## src/rtl/valign_pkg.sv

```systemverilog
`timescale 1ns/1ps
package valign_pkg;
  // number of W-byte words touched by nbytes starting at byte offset off
  function automatic int span_words(int off, int nbytes, int lg);
    if (nbytes == 0) return 0;
    return (off + nbytes + (1 << lg) - 1) >> lg;
  endfunction
endpackage

```

## src/rtl/valign_byte_rot.sv

```systemverilog
`timescale 1ns/1ps
module valign_byte_rot #(
  parameter int W = 8
) (
  input  logic [2*W*8-1:0]      pair_i,
  input  logic [$clog2(W):0]    sh_i,
  output logic [W*8-1:0]        word_o
);
  // byte j of the result is byte (j + sh) of the two-word window
  for (genvar j = 0; j < W; j++) begin : g_byte
    assign word_o[j*8 +: 8] = pair_i[(j + int'(sh_i))*8 +: 8];
  end
endmodule

```

## src/rtl/valign_src_path.sv

```systemverilog
`timescale 1ns/1ps
module valign_src_path #(
  parameter int W  = 8,
  parameter int LW = 12
) (
  input  logic                 clk,
  input  logic                 rst_n,
  input  logic                 go,
  input  logic [$clog2(W)-1:0] off_i,
  input  logic [LW-1:0]        len_i,
  output logic                 busy,
  input  logic                 in_valid,
  output logic                 in_ready,
  input  logic [W*8-1:0]       in_data,
  output logic                 out_valid,
  input  logic                 out_ready,
  output logic [W*8-1:0]       out_data,
  output logic [W-1:0]         out_keep,
  output logic                 out_last
);
  localparam int DW = W * 8;
  localparam int OW = $clog2(W);
  localparam int CW = LW + 1;

  logic          busy_q, have_prev;
  logic [OW-1:0] off_q;
  logic [CW-1:0] in_left, out_left, rem;
  logic [DW-1:0] prev;
  logic          bypass, prime, pass, flush, in_fire, out_fire;
  logic [DW-1:0] hi, lo;
  logic [CW-1:0] nin, nout, nxt_in, nxt_out;

  assign nin  = CW'(valign_pkg::span_words(int'(off_i), int'(len_i), OW));
  assign nout = CW'(valign_pkg::span_words(0, int'(len_i), OW));

  always_comb begin
    bypass    = (off_q == '0);
    prime     = busy_q && !bypass && !have_prev && (in_left != '0);
    pass      = busy_q && (in_left != '0) && (bypass || have_prev);
    flush     = busy_q && (in_left == '0) && (out_left != '0);
    in_ready  = prime || (pass && out_ready);
    out_valid = (pass && in_valid) || flush;
    hi        = flush  ? '0 : in_data;
    lo        = bypass ? in_data : prev;
    out_last  = (out_left == CW'(1));
    for (int j = 0; j < W; j++) out_keep[j] = (rem > CW'(j));
    in_fire   = in_valid && in_ready;
    out_fire  = out_valid && out_ready;
    nxt_in    = in_left - CW'(in_fire);
    nxt_out   = out_left - CW'(out_fire);
  end

  valign_byte_rot #(.W(W)) u_rot (
    .pair_i ({hi, lo}),
    .sh_i   ({1'b0, off_q}),
    .word_o (out_data)
  );

  always_ff @(posedge clk) begin
    if (!rst_n) begin
      busy_q    <= 1'b0;
      have_prev <= 1'b0;
      off_q     <= '0;
      in_left   <= '0;
      out_left  <= '0;
      rem       <= '0;
      prev      <= '0;
    end else if (go) begin
      busy_q    <= (nout != '0);
      have_prev <= 1'b0;
      off_q     <= off_i;
      in_left   <= nin;
      out_left  <= nout;
      rem       <= CW'(len_i);
    end else begin
      if (in_fire) begin
        prev      <= in_data;
        have_prev <= 1'b1;
      end
      if (out_fire) rem <= (rem > CW'(W)) ? rem - CW'(W) : '0;
      in_left  <= nxt_in;
      out_left <= nxt_out;
      busy_q   <= (nxt_in != '0) || (nxt_out != '0);
    end
  end

  assign busy = busy_q;


  go_idle_chk: assert property (@(posedge clk) disable iff (!rst_n)
    go |-> !busy_q);

  src_in_busy_chk: assert property (@(posedge clk) disable iff (!rst_n)
    in_fire |-> busy_q);

  keep_run_chk: assert property (@(posedge clk) disable iff (!rst_n)
    out_valid |-> (out_keep[0] && ((out_keep & (out_keep + W'(1))) == '0)));

  last_done_chk: assert property (@(posedge clk) disable iff (!rst_n)
    (out_fire && out_last) |=> !busy_q);

  flush_hold_chk: assert property (@(posedge clk) disable iff (!rst_n)
    (flush && !out_ready) |=> (out_valid && $stable(out_data)));
endmodule

```

## src/rtl/valign_dst_path.sv

```systemverilog
`timescale 1ns/1ps
module valign_dst_path #(
  parameter int W  = 8,
  parameter int LW = 12
) (
  input  logic                 clk,
  input  logic                 rst_n,
  input  logic                 go,
  input  logic [$clog2(W)-1:0] off_i,
  input  logic [LW-1:0]        len_i,
  output logic                 busy,
  input  logic                 in_valid,
  output logic                 in_ready,
  input  logic [W*8-1:0]       in_data,
  output logic                 out_valid,
  input  logic                 out_ready,
  output logic [W*8-1:0]       out_data,
  output logic [W-1:0]         out_be,
  output logic                 out_last
);
  localparam int DW = W * 8;
  localparam int OW = $clog2(W);
  localparam int CW = LW + 1;
  localparam int BW = LW + 2;

  logic          busy_q;
  logic [OW-1:0] off_q;
  logic [LW-1:0] len_q;
  logic [CW-1:0] in_left, out_left, nres, nwr, nxt_in, nxt_out;
  logic [BW-1:0] wb;
  logic [DW-1:0] prev, hi;
  logic [OW:0]   sh;
  logic          pass, flush, in_fire, out_fire;

  assign nres = CW'(valign_pkg::span_words(0, int'(len_i), OW));
  assign nwr  = CW'(valign_pkg::span_words(int'(off_i), int'(len_i), OW));

  always_comb begin
    pass      = busy_q && (in_left != '0);
    flush     = busy_q && (in_left == '0) && (out_left != '0);
    in_ready  = pass && out_ready;
    out_valid = (pass && in_valid) || flush;
    hi        = flush ? '0 : in_data;
    sh        = (OW+1)'(W) - {1'b0, off_q};
    out_last  = (out_left == CW'(1));
    for (int j = 0; j < W; j++)
      out_be[j] = ((wb + BW'(j)) >= BW'(off_q)) &&
                  ((wb + BW'(j)) < (BW'(off_q) + BW'(len_q)));
    in_fire   = in_valid && in_ready;
    out_fire  = out_valid && out_ready;
    nxt_in    = in_left - CW'(in_fire);
    nxt_out   = out_left - CW'(out_fire);
  end

  valign_byte_rot #(.W(W)) u_rot (
    .pair_i ({hi, prev}),
    .sh_i   (sh),
    .word_o (out_data)
  );

  always_ff @(posedge clk) begin
    if (!rst_n) begin
      busy_q   <= 1'b0;
      off_q    <= '0;
      len_q    <= '0;
      in_left  <= '0;
      out_left <= '0;
      wb       <= '0;
      prev     <= '0;
    end else if (go) begin
      busy_q   <= (nres != '0);
      off_q    <= off_i;
      len_q    <= len_i;
      in_left  <= nres;
      out_left <= nwr;
      wb       <= '0;
    end else begin
      if (in_fire)  prev <= in_data;
      if (out_fire) wb   <= wb + BW'(W);
      in_left  <= nxt_in;
      out_left <= nxt_out;
      busy_q   <= (nxt_in != '0) || (nxt_out != '0);
    end
  end

  assign busy = busy_q;


  be_some_chk: assert property (@(posedge clk) disable iff (!rst_n)
    out_valid |-> (out_be != '0));

  be_top_chk: assert property (@(posedge clk) disable iff (!rst_n)
    (out_valid && !out_last) |-> out_be[W-1]);

  wr_done_chk: assert property (@(posedge clk) disable iff (!rst_n)
    (out_fire && out_last) |=> !busy_q);

  wr_hold_chk: assert property (@(posedge clk) disable iff (!rst_n)
    (flush && !out_ready) |=> (out_valid && $stable(out_data) && $stable(out_be)));

  dst_go_chk: assert property (@(posedge clk) disable iff (!rst_n)
    go |-> !busy_q);
endmodule

```

## src/rtl/vec_align_net.sv

```systemverilog
`timescale 1ns/1ps
module vec_align_net #(
  parameter int LANES = 2,
  parameter int LW    = 12,
  localparam int W    = LANES * 4,
  localparam int DW   = W * 8,
  localparam int OW   = $clog2(W)
) (
  input  logic                clk,
  input  logic                rst_n,
  input  logic                op_start,
  input  logic [LW-1:0]       op_len,
  input  logic [1:0][OW-1:0]  op_src_off,
  input  logic [OW-1:0]       op_dst_off,
  output logic                op_idle,
  input  logic [1:0]          src_in_valid,
  output logic [1:0]          src_in_ready,
  input  logic [1:0][DW-1:0]  src_in_data,
  output logic [1:0]          src_out_valid,
  input  logic [1:0]          src_out_ready,
  output logic [1:0][DW-1:0]  src_out_data,
  output logic [1:0][W-1:0]   src_out_keep,
  output logic [1:0]          src_out_last,
  input  logic                res_valid,
  output logic                res_ready,
  input  logic [DW-1:0]       res_data,
  output logic                wr_valid,
  input  logic                wr_ready,
  output logic [DW-1:0]       wr_data,
  output logic [W-1:0]        wr_be,
  output logic                wr_last
);
  logic [2:0] busy_v;
  logic       go;

  assign op_idle = ~|busy_v;
  assign go      = op_start && op_idle;

  for (genvar s = 0; s < 2; s++) begin : g_src
    valign_src_path #(.W(W), .LW(LW)) u_src (
      .clk       (clk),
      .rst_n     (rst_n),
      .go        (go),
      .off_i     (op_src_off[s]),
      .len_i     (op_len),
      .busy      (busy_v[s]),
      .in_valid  (src_in_valid[s]),
      .in_ready  (src_in_ready[s]),
      .in_data   (src_in_data[s]),
      .out_valid (src_out_valid[s]),
      .out_ready (src_out_ready[s]),
      .out_data  (src_out_data[s]),
      .out_keep  (src_out_keep[s]),
      .out_last  (src_out_last[s])
    );
  end

  valign_dst_path #(.W(W), .LW(LW)) u_dst (
    .clk       (clk),
    .rst_n     (rst_n),
    .go        (go),
    .off_i     (op_dst_off),
    .len_i     (op_len),
    .busy      (busy_v[2]),
    .in_valid  (res_valid),
    .in_ready  (res_ready),
    .in_data   (res_data),
    .out_valid (wr_valid),
    .out_ready (wr_ready),
    .out_data  (wr_data),
    .out_be    (wr_be),
    .out_last  (wr_last)
  );
endmodule

```

## config.mk

```make
export PLATFORM = sky130hd
export DESIGN_NAME = vec_align_net
export DESIGN_NICKNAME = d
export VERILOG_FILES = /design/src/rtl/valign_pkg.sv /design/src/rtl/valign_byte_rot.sv /design/src/rtl/valign_src_path.sv /design/src/rtl/valign_dst_path.sv /design/src/rtl/vec_align_net.sv
export SDC_FILE = /design/constraint.sdc
export NUM_CORES = 2
export LEC_CHECK = 0
export ABC_AREA = 0
export BUFFER_PORTS_ARGS = -buffer_cell sky130_fd_sc_hd__buf_2
export CAP_MARGIN = 15
export CORE_UTILIZATION = 40
export DETAILED_ROUTE_END_ITERATION = 7
export PLACE_DENSITY = 0.68
export REMOVE_ABC_BUFFERS = 1
export SKIP_CTS_REPAIR_TIMING = 1
export SLEW_MARGIN = 20
export SYNTH_ARGS = -nofsm -noshare
export SYNTH_HDL_FRONTEND = slang
export SYNTH_SLANG_ARGS = --single-unit
export TNS_END_PERCENT = 20
```

## constraint.sdc

```tcl
create_clock -name clk -period 10.8 [get_ports clk]
set_clock_uncertainty 0.05 [all_clocks]
set_input_delay 1.62 -clock clk [delete_from_list [all_inputs] [get_ports clk]]
set_output_delay 1.62 -clock clk [all_outputs]
set_load 0.01 [all_outputs]
```

==> impl_metrics.ini <==
[clock_tree]
cts_sinks = 333
numCtsBuffers = 43
cts_tree = built
clk_latency_ps = 590
ctsHtreeMaxLevel = 2
clock_path_buffers = 3
ctsRootBufferMaster = clkbuf_16
clkTransAtPathRegs_ps = 60

[critical_path]
cpMaxStageDelayCell = nor2b_1
worstSetupPathType = reg -> out
arrival_ps = 4900
critPathLaunchType = flop
end_kind = primary output
critPathTopFamily = simple AND/OR/NAND/NOR gates
path_buf_inv = 4
critPathMaxFanout = 52
slowest_delay_ps = 980
required_ps = 9130
critPathMostFrequentCell = buf_4
path_cells = inv_1 -> buf_4 -> ha_4 -> nor2b_1 -> nand2b_1 -> buf_4 -> nand2_1 -> o32ai_1 -> buf_2

[timing]
slew_viol_final = 0
rsz0062_at_grt = no
period_needed_ps = 6570
setup_ws_ps = 4230
worst_pin_slew_ps = 1190
period_share = 0.608
max_slew_margin = 0.208
hold_viol = 0
setup_tns_ps = 0
max_freq_mhz = 152
setup_violations = 0

[synth]
yosys.area.top_type_share = 0.232
async_reset_ff_frac = 0
synth.most_common_cell = nand2_1
synthTopCellsByCount = nand2_1, dfxtp_1, nor2_1
synth_cells = 3839
synth_flop_cell = dfxtp_1
synth_cell_types = 86
yosysTopAreaCell = dfxtp_1
synthTopCellsByArea = dfxtp_1, mux2i_1, nand2_1
syn_area_sq_um = 28700
yosysSeqAreaShare = 0.232
ys_seq_elements = 333
postSynthAreaPerCell_sq_um = 7.48
synth_edf_count = 0
yosysWarnings = 0

[floorplan]
start_util = 0.407
rows = 97
die_area_sq_um = 72800
die_h_microns = 270
io_pins = 448
die_w_microns = 270
coreArea_sq_um = 70500

[pwr]
p_switching_uw = 4570
clkPwrFrac = 0.165
seqPwrFrac = 0.213
p_comb_frac = 0.622
power_density_nw_per_um2 = 281
switching_share = 0.498
peakVddDrop_uv = 273
p_leak_uw = 0.0126
power_uw = 9170
internal_power_uw = 4610

[placed_design]
gp_congestion = 0.991
preCtsSetupSlack_ps = 4980
port_buffers = 447
dp_cells = 4928
hpwl_mm = 68.9

[routing]
first_pass_iters = 8
vias = 29500
routed_wl_mm = 98.9
drcViolationCount = 0
drt-initial-drc-count = 2883
wl_per_cell_microns = 19.7
viasPerCell = 5.88
ant_nets = 0

[job]
cap_violations = 0

[global_routing]
antenna_found_initial = 10
grt_pass1_vias = 26700
gr-usage-all-layers = 0.258
grt_pass1_wl_mm = 153
grt_max_degree = 92
grt-ovfl-total = 0

[hold_path]
hp-class = reg -> reg

[run_status]
run_status = complete, no violations

[layout]
drive_above_1_share = 0.188
final_cells = 5014
layout.nets = 4302
post-route-util = 0.462
synthToLayoutAreaGrowth_pct = 13.6
==> metal layers <==
metal / global-route usage / up-vias / share of wire / routed length (microns)
met2: 0.409 / 1182 / 0.46 / 45200
met5: 0 / - / 0.00059 / 58
met1: 0.348 / 13900 / 0.43 / 43000
met3: 0.0347 / 238 / 0.065 / 6410
li1: - / 14200 / - / -
met4: 0.111 / 8 / 0.043 / 4230
==> placed cells by master (no fill, tap or decap), types with 14 or more instances in the layout <==
cell       count
nand2_1      684
buf_2        446
dfxtp_1      326
nor2_1       315
o21ai_0      290
mux2i_1      264
a21oi_1      236
a21boi_0     218
nand3_1      108
xnor2_1       98
mux4_2        91
o22ai_1       68
mux2_2        67
nor3_1        63
xor2_1        60
a211oi_1      44
a22oi_1       44
inv_1         43
clkbuf_16     43
ha_1          42
nor2b_1       40
nand2b_1      39
buf_4         39
a31oi_1       34
nor4_1        30
or3_1         29
nand4_1       22
and2_1        16
a21o_1        14
==> worst paths after layout <==
path	from	end	slack (ps)	cells after the start
worst max-delay path	u_dst.off_q[0]	wr_data[41]	4230	9
worst min-delay path	u_dst.prev[1]	u_dst.prev[1]	410	2
worst max register to register	g_src[1].u_src.in_left[7]	g_src[1].u_src.busy	5620	12
worst min register to register	u_dst.prev[1]	u_dst.prev[1]	410	2
==> cell type report <==
type                    instances  area (sq um)
diodes                          8          20.0
clock buffers                  54          1150
clock inverters                24           305
fillers                      7177         37900
inverters                      50           188
multi-input cells            3119         20500
flip-flops and latches        333          6690
well taps                     940          1180
repair buffers                486          2540
==> sequential cells by signal, summed over array words and instances, names as in the netlist, 11 cells and up <==
signal	cells
g_src.u_src.in_left	26
g_src.u_src.out_left	26
g_src.u_src.prev	128
g_src.u_src.rem	26
u_dst.in_left	13
u_dst.len_q	12
u_dst.out_left	13
u_dst.prev	64
u_dst.wb	11
==> cell families (layout without fill, tap and decap cells) <==
group,after synthesis,count (layout),synth area share
adder cells (fa/ha/maj),47,47,0.0215
multiplexers,422,422,0.190
AO/OA/AOI/OAI,1071,1071,0.235
AND/OR/NAND/NOR,1421,1421,0.219
buffers and inverters,387,614,0.0538
other,0,8,0
flip-flops,333,333,0.232
XOR/XNOR,158,158,0.0482
==> worst reg2reg max path, cell delays in order, from the launching register on <==
cell and delay, ps:
dfxtp_1 350, or4_1 620, and4b_1 400, nand3_2 650
a21boi_2 800, ha_1 330, ha_1 250, or4b_2 750
nor3_1 240, xnor2_1 170, nand2_1 80, nor4_1 250
o21ai_0 90
==> power by group through the flow <==
stage,logic (uW),clock network [uW],registers (uW)
2_1_floorplan,3760,0,1930
5_1_grt,6200,1590,2010
6_report,5710,1510,1960
3_5_place_dp,5620,0,1970
4_1_cts,5650,1550,1950
3_3_place_gp,5580,0,1960
==> metrics by stage <==
| step | hold WS [ps] | area [sq um] |
|---|---|---|
| 2_1_floorplan | 389 | 27300 |
| 3_3_place_gp | 400 | 31100 |
| 3_5_place_dp | 406 | 31100 |
| 4_1_cts | 413 | 32600 |
| 5_1_grt | 435 | 32600 |
| 6_report | 411 | 32600 |
(Power assumes the default switching activity.)
